===== config.mk =====
export PLATFORM = sky130hd
export DESIGN_NAME = wiper_serial_if
export DESIGN_NICKNAME = d
export VERILOG_FILES = /design/src/rtl/wsl_pkg.sv /design/src/rtl/wsl_sync.sv /design/src/rtl/wsl_link.sv /design/src/rtl/wsl_wipers.sv /design/src/rtl/wiper_serial_if.sv
export SDC_FILE = /design/constraint.sdc
export NUM_CORES = 1
export LEC_CHECK = 0
export BUFFER_PORTS_ARGS = -buffer_cell sky130_fd_sc_hd__buf_2
export CAP_MARGIN = 10
export CORE_ASPECT_RATIO = 0.75
export CORE_UTILIZATION = 61
export CTS_CLUSTER_DIAMETER = 100
export DETAILED_ROUTE_END_ITERATION = 8
export HOLD_SLACK_MARGIN = 0.12
export PLACE_DENSITY = 0.84
export SLEW_MARGIN = 20
export SYNTH_ARGS = -nofsm -noshare
export SYNTH_HDL_FRONTEND = slang
export SYNTH_HIERARCHICAL = 1
export SYNTH_SLANG_ARGS = --single-unit
export TNS_END_PERCENT = 30

===== constraint.sdc =====
create_clock -name clk -period 3.9 [get_ports clk]
set_clock_uncertainty 0.15 [all_clocks]
set_input_delay 0.195 -clock clk [delete_from_list [all_inputs] [get_ports clk]]
set_output_delay 0.195 -clock clk [all_outputs]
set_load 0.01 [all_outputs]

===== src/rtl/wsl_pkg.sv =====
package wsl_pkg;

    localparam int unsigned BYTE_W    = 8;
    localparam int unsigned WIPER_W   = BYTE_W;
    localparam int unsigned STRAP_W   = 3;
    localparam int unsigned NUM_WIPER = 2;
    localparam int unsigned CNT_W     = $clog2(BYTE_W);
    localparam logic [6-STRAP_W:0]  DEV_HI    = 4'b0101;
    localparam logic [WIPER_W-1:0]  WIPER_MID = 8'h80;

    typedef enum logic [2:0] {
        ST_IDLE, ST_ADDR, ST_AACK, ST_CMD, ST_CACK, ST_DATA, ST_DACK, ST_SKIP
    } link_st_t;

    typedef struct packed {
        logic scl;
        logic sda;
        logic scl_rise;
        logic scl_fall;
        logic start;
        logic stop;
    } bus_ev_t;

    typedef struct packed {
        logic                 load;
        logic [NUM_WIPER-1:0] sel;
        logic [WIPER_W-1:0]   data;
    } wr_req_t;

    function automatic logic addr_hit(input logic [BYTE_W-1:0] b,
                                      input logic [STRAP_W-1:0] s);
        return b[BYTE_W-1:1] == {DEV_HI, s};
    endfunction

endpackage


===== src/rtl/wsl_sync.sv =====
module wsl_sync
    import wsl_pkg::*;
#(
    parameter int unsigned STAGES = 2
) (
    input  logic    clk,
    input  logic    rst,
    input  logic    scl_in,
    input  logic    sda_in,
    output bus_ev_t ev
);
    logic [STAGES-1:0] scl_ff, sda_ff;
    logic              scl_p, sda_p;
    logic              scl_s, sda_s;

    always_ff @(posedge clk) begin
        if (rst) begin
            scl_ff <= '1;
            sda_ff <= '1;
            scl_p  <= 1'b1;
            sda_p  <= 1'b1;
        end else begin
            scl_ff <= {scl_ff[STAGES-2:0], scl_in};
            sda_ff <= {sda_ff[STAGES-2:0], sda_in};
            scl_p  <= scl_ff[STAGES-1];
            sda_p  <= sda_ff[STAGES-1];
        end
    end

    assign scl_s = scl_ff[STAGES-1];
    assign sda_s = sda_ff[STAGES-1];

    always_comb begin
        ev.scl      = scl_s;
        ev.sda      = sda_s;
        ev.scl_rise = scl_s & ~scl_p;
        ev.scl_fall = ~scl_s & scl_p;
        ev.start    = scl_s & scl_p & sda_p & ~sda_s;
        ev.stop     = scl_s & scl_p & ~sda_p & sda_s;
    end

    a_r7_start_stop_excl: assert property (@(posedge clk) disable iff (rst)
        !(ev.start && ev.stop));
endmodule


===== src/rtl/wsl_link.sv =====
module wsl_link
    import wsl_pkg::*;
(
    input  logic               clk,
    input  logic               rst,
    input  bus_ev_t            ev,
    input  logic [STRAP_W-1:0] strap,
    output logic               sda_pull,
    output wr_req_t            req
);
    link_st_t             st;
    logic [CNT_W-1:0]     cnt;
    logic [BYTE_W-1:0]    sh;
    logic                 full;
    logic                 nop_q;
    logic [NUM_WIPER-1:0] cmd_q;
    logic [WIPER_W-1:0]   data_q;
    logic                 load_q;

    always_ff @(posedge clk) begin
        if (rst) begin
            st     <= ST_IDLE;
            cnt    <= '0;
            sh     <= '0;
            full   <= 1'b0;
            nop_q  <= 1'b0;
            cmd_q  <= '0;
            data_q <= '0;
            load_q <= 1'b0;
        end else begin
            load_q <= 1'b0;
            if (ev.start) begin
                st   <= ST_ADDR;
                cnt  <= '0;
                full <= 1'b0;
            end else if (ev.stop) begin
                st   <= ST_IDLE;
                cnt  <= '0;
                full <= 1'b0;
            end else begin
                case (st)
                    ST_ADDR, ST_CMD, ST_DATA: begin
                        if (ev.scl_rise) begin
                            sh  <= {sh[BYTE_W-2:0], ev.sda};
                            cnt <= cnt + 1'b1;
                            if (cnt == CNT_W'(BYTE_W-1)) full <= 1'b1;
                        end else if (ev.scl_fall && full) begin
                            full <= 1'b0;
                            case (st)
                                ST_ADDR: begin
                                    if (addr_hit(sh, strap)) begin
                                        nop_q <= sh[0];
                                        st    <= ST_AACK;
                                    end else begin
                                        st    <= ST_SKIP;
                                    end
                                end
                                ST_CMD: begin
                                    cmd_q <= sh[NUM_WIPER-1:0];
                                    st    <= ST_CACK;
                                end
                                default: begin
                                    data_q <= sh;
                                    st     <= ST_DACK;
                                end
                            endcase
                        end
                    end
                    ST_AACK: if (ev.scl_fall) st <= ST_CMD;
                    ST_CACK: if (ev.scl_fall) st <= ST_DATA;
                    ST_DACK: if (ev.scl_fall) begin
                        st     <= ST_CMD;
                        load_q <= ~nop_q;
                    end
                    default: ;
                endcase
            end
        end
    end

    assign sda_pull = (st == ST_AACK) || (st == ST_CACK) || (st == ST_DACK);

    always_comb begin
        req.load = load_q;
        req.sel  = cmd_q;
        req.data = data_q;
    end

    a_r4_nop_no_load: assert property (@(posedge clk) disable iff (rst)
        req.load |-> !nop_q);
    a_r3_skip_silent: assert property (@(posedge clk) disable iff (rst)
        (st == ST_SKIP) |-> !sda_pull);
    a_r7_stop_idle: assert property (@(posedge clk) disable iff (rst)
        ev.stop |=> (!sda_pull && !req.load));
    a_r9_pull_rise_low: assert property (@(posedge clk) disable iff (rst)
        $rose(sda_pull) |-> !ev.scl);
endmodule


===== src/rtl/wsl_wipers.sv =====
module wsl_wipers
    import wsl_pkg::*;
(
    input  logic                              clk,
    input  logic                              rst,
    input  wr_req_t                           req,
    output logic [NUM_WIPER-1:0][WIPER_W-1:0] wq,
    output logic [NUM_WIPER-1:0]              upd
);
    for (genvar i = 0; i < NUM_WIPER; i++) begin : g_ch
        always_ff @(posedge clk) begin
            if (rst) begin
                wq[i]  <= WIPER_MID;
                upd[i] <= 1'b0;
            end else begin
                upd[i] <= req.load & req.sel[i];
                if (req.load && req.sel[i]) wq[i] <= req.data;
            end
        end

        a_r6_change_needs_strobe: assert property (@(posedge clk) disable iff (rst)
            !$stable(wq[i]) |-> upd[i]);
    end

    a_r5_no_sel_no_upd: assert property (@(posedge clk) disable iff (rst)
        (req.load && req.sel == '0) |=> (upd == '0));
endmodule


===== src/rtl/wiper_serial_if.sv =====
module wiper_serial_if
    import wsl_pkg::*;
(
    input  logic               clk,
    input  logic               rst,
    input  logic               scl_in,
    input  logic               sda_in,
    input  logic [STRAP_W-1:0] strap,
    output logic               sda_pull,
    output logic [WIPER_W-1:0] wiper_a,
    output logic [WIPER_W-1:0] wiper_b,
    output logic               upd_a,
    output logic               upd_b
);
    bus_ev_t                           ev;
    wr_req_t                           req;
    logic [NUM_WIPER-1:0][WIPER_W-1:0] wq;
    logic [NUM_WIPER-1:0]              upd;

    wsl_sync #(.STAGES(2)) u_sync (
        .clk(clk), .rst(rst), .scl_in(scl_in), .sda_in(sda_in), .ev(ev)
    );

    wsl_link u_link (
        .clk(clk), .rst(rst), .ev(ev), .strap(strap),
        .sda_pull(sda_pull), .req(req)
    );

    wsl_wipers u_wipers (
        .clk(clk), .rst(rst), .req(req), .wq(wq), .upd(upd)
    );

    assign wiper_a = wq[0];
    assign wiper_b = wq[1];
    assign upd_a   = upd[0];
    assign upd_b   = upd[1];

    a_r9_pull_stable_scl_high: assert property (@(posedge clk) disable iff (rst)
        (ev.scl && $past(ev.scl)) |-> $stable(sda_pull));
endmodule


==> impl_metrics.json, run 1 <==
{
  "route.final.wire_length_um": 4130,
  "remaining_drc_errors": 0,
  "ys.warnings.count": 6,
  "period_share": 0.536,
  "timing.reg2reg.worst_path_depth": 5,
  "worst-slew-pin-transition_ps": 767,
  "rsz_0062_raised_after_global_routing": "no",
  "timing.critical_path.slowest_stage_cell": "sky130_fd_sc_hd__nor4_4",
  "syn_area_sq_mm": 0.00213,
  "most_frequent_standard_cell_in_the_layout_excluding_fill_and_tap_cells": "sky130_fd_sc_hd__dfxtp_1",
  "tritoncts": "built",
  "cts.reportedPaths.clkPinSlew_ps": 90,
  "holdPathStages": 4,
  "number_of_diodes_added_for_antenna_fixing": 0,
  "io_buffers": 25,
  "power.leakage_nw": 1.04,
  "whs_ps": 170,
  "cts_buffer_depth": 2,
  "num_clock_sinks": 51,
  "drv_slew": 0,
  "synthesis.area_per_instance_sq_um": 10.4,
  "post_drt_wl_per_cell_um": 15.3,
  "final_replace_weighted_congestion": 0.916,
  "routedLengthMet1_um": 1870,
  "most-common-layout-cells": "51 x sky130_fd_sc_hd__dfxtp_1, 35 x sky130_fd_sc_hd__mux2i_1, 26 x sky130_fd_sc_hd__nor2_1",
  "design.portCount": 26,
  "post_route_cells_drive_above_1_share": 0.161,
  "maxUsedRoutingLayer": "met4",
  "finish.net_count": 238,
  "met2RoutedLength_um": 1990,
  "fp-row-count": 18,
  "htree_num_levels": 2,
  "initial_core_util": 0.643,
  "vdd_drop_max_mv": 0.305,
  "core_area_sq_mm": 0.00331,
  "p_total_mw": 0.979,
  "first_pass_iters": 4,
  "design.die.area_sq_mm": 0.00373,
  "detail_route.vias_per_cell": 5.72,
  "cp-start-kind": "flip-flop",
  "timing.final.setup_violations": 0,
  "result_of_the_run": "completed",
  "timing.critical_path.slowest_cell_delay_ps": 620,
  "globalRouteOverflowTotal": 0,
  "cts_repair_resize_count": 0,
  "drv_cap": 0,
  "fp.dieH_um": 53.2,
  "tns_ps": 0,
  "hold_path.class": "in2reg",
  "crit_path_end_kind": "flip-flop",
  "post_synthesis_net_count": 214,
  "antenna_violations_before_repair": 0,
  "syn_inst": 205,
  "worst_ep_arrival_time_ps": 2100,
  "first_iter_violations": 171,
  "cp_cell_sequence": "nor2b_1 > nand3b_4 > nor4_4 > mux2i_1 > nor2_1",
  "fmax_mhz": 479,
  "crit_type": "reg2reg",
  "clock_insertion_delay_worst_skew_ps": 300,
  "grt_pass1_wl_um": 6840,
  "first_global_vias": 1443,
  "clock_root_buffer": "sky130_fd_sc_hd__clkbuf_8",
  "grt_max_degree": 56,
  "wl_met3_um": 193,
  "fp.dieW_um": 70.2,
  "areaGrowthSynthToFinish_pct": 12.3,
  "period_needed_ps": 2090,
  "fin_util": 0.722,
  "cts-buffers-inserted": 5,
  "slew_headroom": 0.488,
  "global_route.usage.total": 0.239,
  "cp_data_required_time_ps": 3910,
  "route.vias.total": 1545,
  "hpwl_um": 2840,
  "hold_viol_final": 0,
  "crit_fanout": 8,
  "pwr_density_cell_mw_per_mm2": 410,
  "detail-route-antenna-nets": 0
}
==> worst max-delay path: cells and delay by family (launching register included) <==
family	cells	cell delay [ps]
simple gates	4	1180
flops	1	360
mux	1	270
==> flip-flops by register name, indices dropped and copies added, names as in the netlist <==
name,flops
u_link/load_q,1
u_link/cnt,3
u_wipers/upd,2
u_wipers/wq,16
u_sync/scl_ff,2
u_link/nop_q,1
u_sync/scl_p,1
u_sync/sda_p,1
u_sync/sda_ff,2
u_link/full,1
u_link/sh,8
u_link/data_q,8
u_link/cmd_q,2
u_link/st,3
==> power breakdown <==
part / internal, mW / switching (mW) / leakage (nW) / total [mW]
Sequential: 0.523 / 0.00304 / 0.412 / 0.526
Combinational: 0.0125 / 0.0155 / 0.560 / 0.0280
Clock: 0.256 / 0.169 / 0.0654 / 0.425
Total: 0.792 / 0.187 / 1.04 / 0.979
==> worst paths after layout <==
| path | start | end | slack [ps] |
|---|---|---|---|
| hold / removal | strap[0] | u_link/nop_q$_SDFFE_PP0P_ | 170 |
| setup / recovery | u_sync/scl_p$_SDFF_PP1_ | u_link/data_q[3]$_SDFFE_PP0P_ | 1810 |
| setup reg to reg | u_sync/scl_p$_SDFF_PP1_ | u_link/data_q[3]$_SDFFE_PP0P_ | 1810 |
| hold reg to reg | u_sync/sda_ff[0]$_SDFF_PP1_ | u_sync/sda_ff[1]$_SDFF_PP1_ | 260 |
==> through the flow <==
step / instances / setup slack [ps] / area [sq um]
3_3_place_gp: 260 / 1940 / 2240
3_5_place_dp: 260 / 1820 / 2240
4_1_cts: 270 / 1820 / 2390
5_1_grt: 270 / 1670 / 2390
2_1_floorplan: 205 / 2070 / 2130
6_report: 270 / 1810 / 2390
==> layout make-up <==
| type | count | area (sq um) |
|---|---|---|
| clock buffer | 6 | 72.6 |
| clock inverter | 2 | 60.1 |
| fill | 238 | 921 |
| inverter | 1 | 3.75 |
| multi-input combinational | 143 | 1040 |
| sequential | 51 | 1020 |
| tap | 40 | 50.0 |
| timing repair buffer | 27 | 145 |
==> metal layers <==
layer  track usage  vias to the layer above
li1              -                      753
met1         0.293                      734
met2         0.409                       48
met3        0.0705                       10
met4        0.0800                        0
met5             0                        -
==> repair_timing <==
action | 4_1_cts | 5_1_grt
hold endpoints to repair | 2 | 0
buffers inserted | 0 | 0
hold buffers | 2 | 0
Note: power is estimated with default switching activity, not from simulation.
==> inputs of run 2 (changes only) <==
- CORE_UTILIZATION: 61 -> 56
- PLACE_DENSITY: 0.84 -> 0.78
- clock period: 3.9 -> 2.1 ns (I/O delays scaled with it)
==> run 2 against run 1 <==
Combinational power increased by 110%. Sequential cell count unchanged. Clock power grew 63%. Total power up 76%. Setup slack worse by 1600 ps. Sequential power rose by 86%. Cell area up 2.5%. Die area grew 8.6%. Non-clock buffer count grew 7. Sequential share of layout area is 1.0 points lower. Wire length shrank 5.2%. Register-to-register slack worse by 1600 ps. Critical endpoint is now u_link/cmd_q[0]$_SDFFE_PP0P_.
==> impl_metrics.json, run 2 (same netlist as run 1, synthesis figures left out) <==
{
  "path_delay_family": "simple AND/OR/NAND/NOR gates",
  "fmax_mhz": 521,
  "worst-slew-pin-transition_ps": 529,
  "most_frequent_standard_cell_in_the_layout_excluding_fill_and_tap_cells": "sky130_fd_sc_hd__dfxtp_1",
  "cts-buffers-inserted": 5,
  "fill_cells": 282,
  "largest_register_ffs": 16,
  "post_route_setup_slack_ps": 181,
  "cts_repair_resize_count": 0,
  "cp_cell_sequence": "nor2b_1 > nand3b_4 > nor4_1 > mux2i_1 > nor2_1",
  "timing.critical_path.buf_inv": 0,
  "worst_ep_arrival_time_ps": 1970,
  "htree_num_levels": 2,
  "tns_ps": 0,
  "hold_path.startpoint": "u_sync/sda_ff[0]$_SDFF_PP1_",
  "finish.net_count": 245,
  "drv_slew": 0,
  "share_comb_of_total_power": 0.034,
  "hpwl_um": 2750,
  "route.final.wire_length_um": 3910,
  "fp-row-count": 18,
  "cts.reportedPaths.clkPinSlew_ps": 90,
  "globalRouteOverflowTotal": 0,
  "first_iter_violations": 71,
  "crit_type": "reg2reg",
  "final_replace_weighted_congestion": 0.922,
  "period_needed_ps": 1920,
  "regToRegStartpoint": "u_sync/scl_p$_SDFF_PP1_",
  "power.clock.fraction": 0.400,
  "crit_fanout": 5,
  "cp-start-kind": "flip-flop",
  "register_area_sq_mm": 0.00102,
  "timing.reg2reg.worst_path_depth": 5,
  "whs_endpoint": "u_sync/sda_ff[1]$_SDFF_PP1_",
  "cp-startpoint": "u_sync/scl_p$_SDFF_PP1_",
  "initial_core_util": 0.618,
  "share_seq_of_total_power": 0.566,
  "tritoncts": "built",
  "grt_pass1_wl_um": 6310,
  "power.leakage_nw": 1.06,
  "post_cts.repair.setup_buffers": 0,
  "fp.dieH_um": 55.4,
  "hold_viol_final": 0,
  "first_pass_iters": 4,
  "detail_route.vias_per_cell": 5.28,
  "num_clock_sinks": 51,
  "antenna_violations_before_repair": 0,
  "first_global_vias": 1417,
  "remaining_drc_errors": 0,
  "hold_path.class": "reg2reg",
  "period_share": 0.914,
  "timing.final.setup_violations": 0,
  "clock_insertion_delay_worst_skew_ps": 300,
  "global_route.usage.total": 0.203,
  "place_worst_setup_slack_ps": 211,
  "route.vias.total": 1514,
  "drv_cap": 0,
  "post_route_cells_drive_above_1_share": 0.173,
  "io_buffers": 25,
  "core_area_sq_mm": 0.00345,
  "cts_buffer_depth": 2,
  "intPower_mw": 1.39,
  "cp_data_required_time_ps": 2150,
  "fin_util": 0.711,
  "fp.dieW_um": 73.2,
  "multi_input_comb_area_sq_mm": 0.00104,
  "result_of_the_run": "completed",
  "most-common-layout-cells": "51 x sky130_fd_sc_hd__dfxtp_1, 35 x sky130_fd_sc_hd__mux2i_1, 26 x sky130_fd_sc_hd__nor2_1",
  "detail-route-antenna-nets": 0,
  "timing.critical_path.slowest_cell_delay_ps": 480,
  "grt_max_degree": 39,
  "rsz_0062_raised_after_global_routing": "no",
  "power.share.switching": 0.197,
  "pwr_density_cell_mw_per_mm2": 705,
  "vdd_drop_max_mv": 0.544,
  "slew_headroom": 0.644,
  "reg_to_reg_endpoint": "u_link/cmd_q[0]$_SDFFE_PP0P_",
  "total_switching_power_mw": 0.341,
  "crit_path_end_kind": "flip-flop",
  "timing.critical_path.slowest_stage_cell": "sky130_fd_sc_hd__nor4_1",
  "design.portCount": 26,
  "design.die.area_sq_mm": 0.00405,
  "post_drt_wl_per_cell_um": 13.6,
  "holdPathStages": 1,
  "setup.reg_to_reg.worst_slack_ps": 180,
  "largest_register": "u_wipers/wq",
  "areaGrowthSynthToFinish_pct": 15.1,
  "biggestRegsByFlops": "u_wipers/wq x16, u_link/data_q x8, u_link/sh x8",
  "clock_root_buffer": "sky130_fd_sc_hd__clkbuf_8",
  "number_of_diodes_added_for_antenna_fixing": 0
}
-- run 2: cell type report --
class	instances	share of cell area
clock buffers	6	0.0337
repair buffers	34	0.0848
flip-flops and latches	51	0.417
multi-input cells	143	0.423
inverters	1	0.00153
well taps	50	0.0255
clock inverters	2	0.0143
-- run 2: timing repair --
| item | in CTS | in global routing |
|---|---|---|
| endpoints found under the setup margin | 0 | 0 |
| hold buffers | 6 | 0 |
| hold endpoints to repair | 10 | 0 |
-- run 2: power by group through the flow --
stage | clock network [mW] | logic [mW] | registers [mW]
4_1_cts | 0.711 | 0.0583 | 0.977
2_1_floorplan | 0 | 0.0393 | 0.997
5_1_grt | 0.750 | 0.0634 | 0.979
6_report | 0.692 | 0.0584 | 0.977
3_3_place_gp | 0 | 0.0475 | 0.999
3_5_place_dp | 0 | 0.0498 | 1.00
-- run 2: how the worst max path moves through the flow --
stage | end | slack, ps | cells after the start
after global routing | u_link/cmd_q[1]$_SDFFE_PP0P_ | 40 | 5
after detailed placement | u_link/cmd_q[0]$_SDFFE_PP0P_ | 210 | 5
after floorplan | u_link/data_q[0]$_SDFFE_PP0P_ | 270 | 5
after global placement | u_link/cmd_q[1]$_SDFFE_PP0P_ | 310 | 5
final | u_link/cmd_q[0]$_SDFFE_PP0P_ | 180 | 5
after CTS | u_link/cmd_q[0]$_SDFFE_PP0P_ | 200 | 5
-- run 2: routing by layer --
| metal | track usage | wire length (um) | vias to the layer above |
|---|---|---|---|
| li1 | - | - | 772 |
| met1 | 0.258 | 1850 | 708 |
| met2 | 0.324 | 1860 | 27 |
| met3 | 0.0566 | 139 | 7 |
| met4 | 0.0756 | 68 | 0 |
| met5 | 0 | 0 | - |
-- run 2: per-stage QoR --
stage               instances  power (mW)  area (sq um)  hold WS (ps)
detailed placement        273        1.05          2270           134
CTS                       287        1.75          2450           265
floorplan                 205        1.04          2130          52.1
global placement          273        1.05          2270           133
global route              287        1.79          2450           285
finish                    287        1.73          2450           265
==> inputs of run 3 (changes only) <==
- MAX_ROUTING_LAYER: default -> met4
- PLACE_DENSITY: 0.78 -> 0.74
==> run 3 against run 2 <==
Fmax up 5.6%. Sequential share of layout area increased by 0.50 points. Clock-buffer cell count up 1. Cell area down 1.2%. Combinational power is 3% higher. Hold slack worse by 4.7 ps. Die area stayed put. Critical path depth stayed put. Sequential power about the same. Setup slack improved by 100 ps. Largest power group unchanged.
==> impl_metrics.json, run 3 (same netlist as run 1, synthesis figures left out) <==
{
  "detail-route-antenna-nets": 0,
  "antenna_violations_before_repair": 0,
  "hold_path.class": "reg2reg",
  "clock_insertion_delay_worst_skew_ps": 290,
  "rsz_0062_raised_after_global_routing": "no",
  "most-common-layout-cells": "51 x sky130_fd_sc_hd__dfxtp_1, 35 x sky130_fd_sc_hd__mux2i_1, 26 x sky130_fd_sc_hd__nor2_1",
  "post_cts.repair.setup_buffers": 0,
  "design.portCount": 26,
  "htree_num_levels": 2,
  "most_frequent_standard_cell_in_the_layout_excluding_fill_and_tap_cells": "sky130_fd_sc_hd__dfxtp_1",
  "register_area_sq_mm": 0.00102,
  "remaining_drc_errors": 0,
  "final_area_sq_mm": 0.00242,
  "tns_ps": 0,
  "detail_route.vias_per_cell": 5.32,
  "num_clock_sinks": 51,
  "cell_count_final_fillers_out": 288,
  "route.vias.total": 1533,
  "post_drt_wl_per_cell_um": 13.8,
  "number_of_diodes_added_for_antenna_fixing": 0,
  "first_iter_violations": 140,
  "largest_register_ffs": 16,
  "cts_buffer_depth": 2,
  "crit_type": "reg2reg",
  "grt_pass1_wl_um": 6870,
  "drv_slew": 0,
  "tritoncts": "built",
  "clock_root_buffer": "sky130_fd_sc_hd__clkbuf_8",
  "dpl_cell_area_sq_mm": 0.00228,
  "hpwl_um": 2740,
  "core_area_sq_mm": 0.00345,
  "regToRegStartpoint": "u_sync/scl_ff[1]$_SDFF_PP1_",
  "cp-start-kind": "flip-flop",
  "design.die.area_sq_mm": 0.00405,
  "multi_input_comb_area_sq_mm": 0.00104,
  "pwr_density_cell_mw_per_mm2": 650,
  "fp.dieW_um": 73.2,
  "fp-row-count": 18,
  "initial_core_util": 0.618,
  "vdd_drop_max_mv": 0.607,
  "globalRouteOverflowTotal": 0,
  "fmax_mhz": 550,
  "biggestRegsByFlops": "u_wipers/wq x16, u_link/data_q x8, u_link/sh x8",
  "period_share": 0.865,
  "result_of_the_run": "completed",
  "final_replace_weighted_congestion": 0.910,
  "cp_data_required_time_ps": 2140,
  "fill_cells": 303,
  "areaGrowthSynthToFinish_pct": 13.8,
  "crit_fanout": 6,
  "grt_max_degree": 38,
  "slew_headroom": 0.621,
  "cp-startpoint": "u_sync/scl_ff[1]$_SDFF_PP1_",
  "finish.net_count": 246,
  "p_total_mw": 1.57,
  "crit_path_end_kind": "flip-flop",
  "hold_viol_final": 0,
  "placedCellCount": 274,
  "cts.reportedPaths.clkPinSlew_ps": 90,
  "timing.final.setup_violations": 0,
  "hold_path.startpoint": "u_sync/scl_ff[0]$_SDFF_PP1_",
  "period_needed_ps": 1820,
  "drv_cap": 0,
  "first_pass_iters": 4,
  "route.final.wire_length_um": 3960,
  "power.leakage_nw": 1.05,
  "fp.dieH_um": 55.4,
  "cts-buffers-inserted": 5,
  "largest_register": "u_wipers/wq",
  "setup.reg_to_reg.worst_slack_ps": 280,
  "global_route.usage.total": 0.226,
  "first_global_vias": 1476,
  "io_buffers": 25,
  "fin_util": 0.703,
  "post_route_cells_drive_above_1_share": 0.168,
  "worst-slew-pin-transition_ps": 564,
  "worst_ep_arrival_time_ps": 1860
}
[run 3: cell count changes in the layout (fill, tap and decap cells not counted), sizes merged]
| cell | change |
|---|---|
| clkbuf | +1 |
| buf | +1 |
| bufinv | -1 |
[run 3: cell type report]
| class | instances | share of cell area |
|---|---|---|
| Tap cell | 50 | 0.0258 |
| Inverter | 1 | 0.00155 |
| Multi-Input combinational cell | 143 | 0.428 |
| Clock buffer | 7 | 0.0315 |
| Timing Repair Buffer | 35 | 0.0889 |
| Clock inverter | 1 | 0.00207 |
| Sequential cell | 51 | 0.422 |
[run 3: layer usage]
| metal | GRT usage | part of all wire |
|---|---|---|
| met5 | - | 0 |
| met4 | 0.0756 | 0.0048 |
| met3 | 0.0566 | 0.037 |
| met2 | 0.347 | 0.47 |
| met1 | 0.289 | 0.49 |
[run 3: final timing paths]
kind | to | cells after the start
worst min register to register | u_sync/scl_ff[1]$_SDFF_PP1_ | 1
worst max register to register | u_link/cmd_q[1]$_SDFFE_PP0P_ | 5
worst min-delay path | u_sync/scl_ff[1]$_SDFF_PP1_ | 1
worst max-delay path | u_link/cmd_q[1]$_SDFFE_PP0P_ | 5
[run 3: worst max-delay path: stages, from the launching register on]
cell and delay [ps]:
sky130_fd_sc_hd__dfxtp_1 350, sky130_fd_sc_hd__nor2b_1 200, sky130_fd_sc_hd__nand3b_4 190, sky130_fd_sc_hd__nor4_1 500, sky130_fd_sc_hd__mux2i_1 250, sky130_fd_sc_hd__nor2_1 60
[run 3: repair_timing]
action,4_1_cts,5_1_grt
gates resized for setup,0,0
hold buffers,6,0
hold endpoints to repair,12,0
[run 3: power breakdown]
group	leakage (nW)	switching (mW)	internal, mW
registers	0.412	0.00550	0.972
logic	0.596	0.0300	0.0301
clock network	0.0422	0.303	0.235
total	1.05	0.338	1.24
[run 3: per-stage QoR]
stage	setup slack (ps)	hold WS [ps]
after detailed placement	340	139
after CTS	326	261
after global routing	160	272
after floorplan	268	52.1
after global placement	420	131
final	283	261
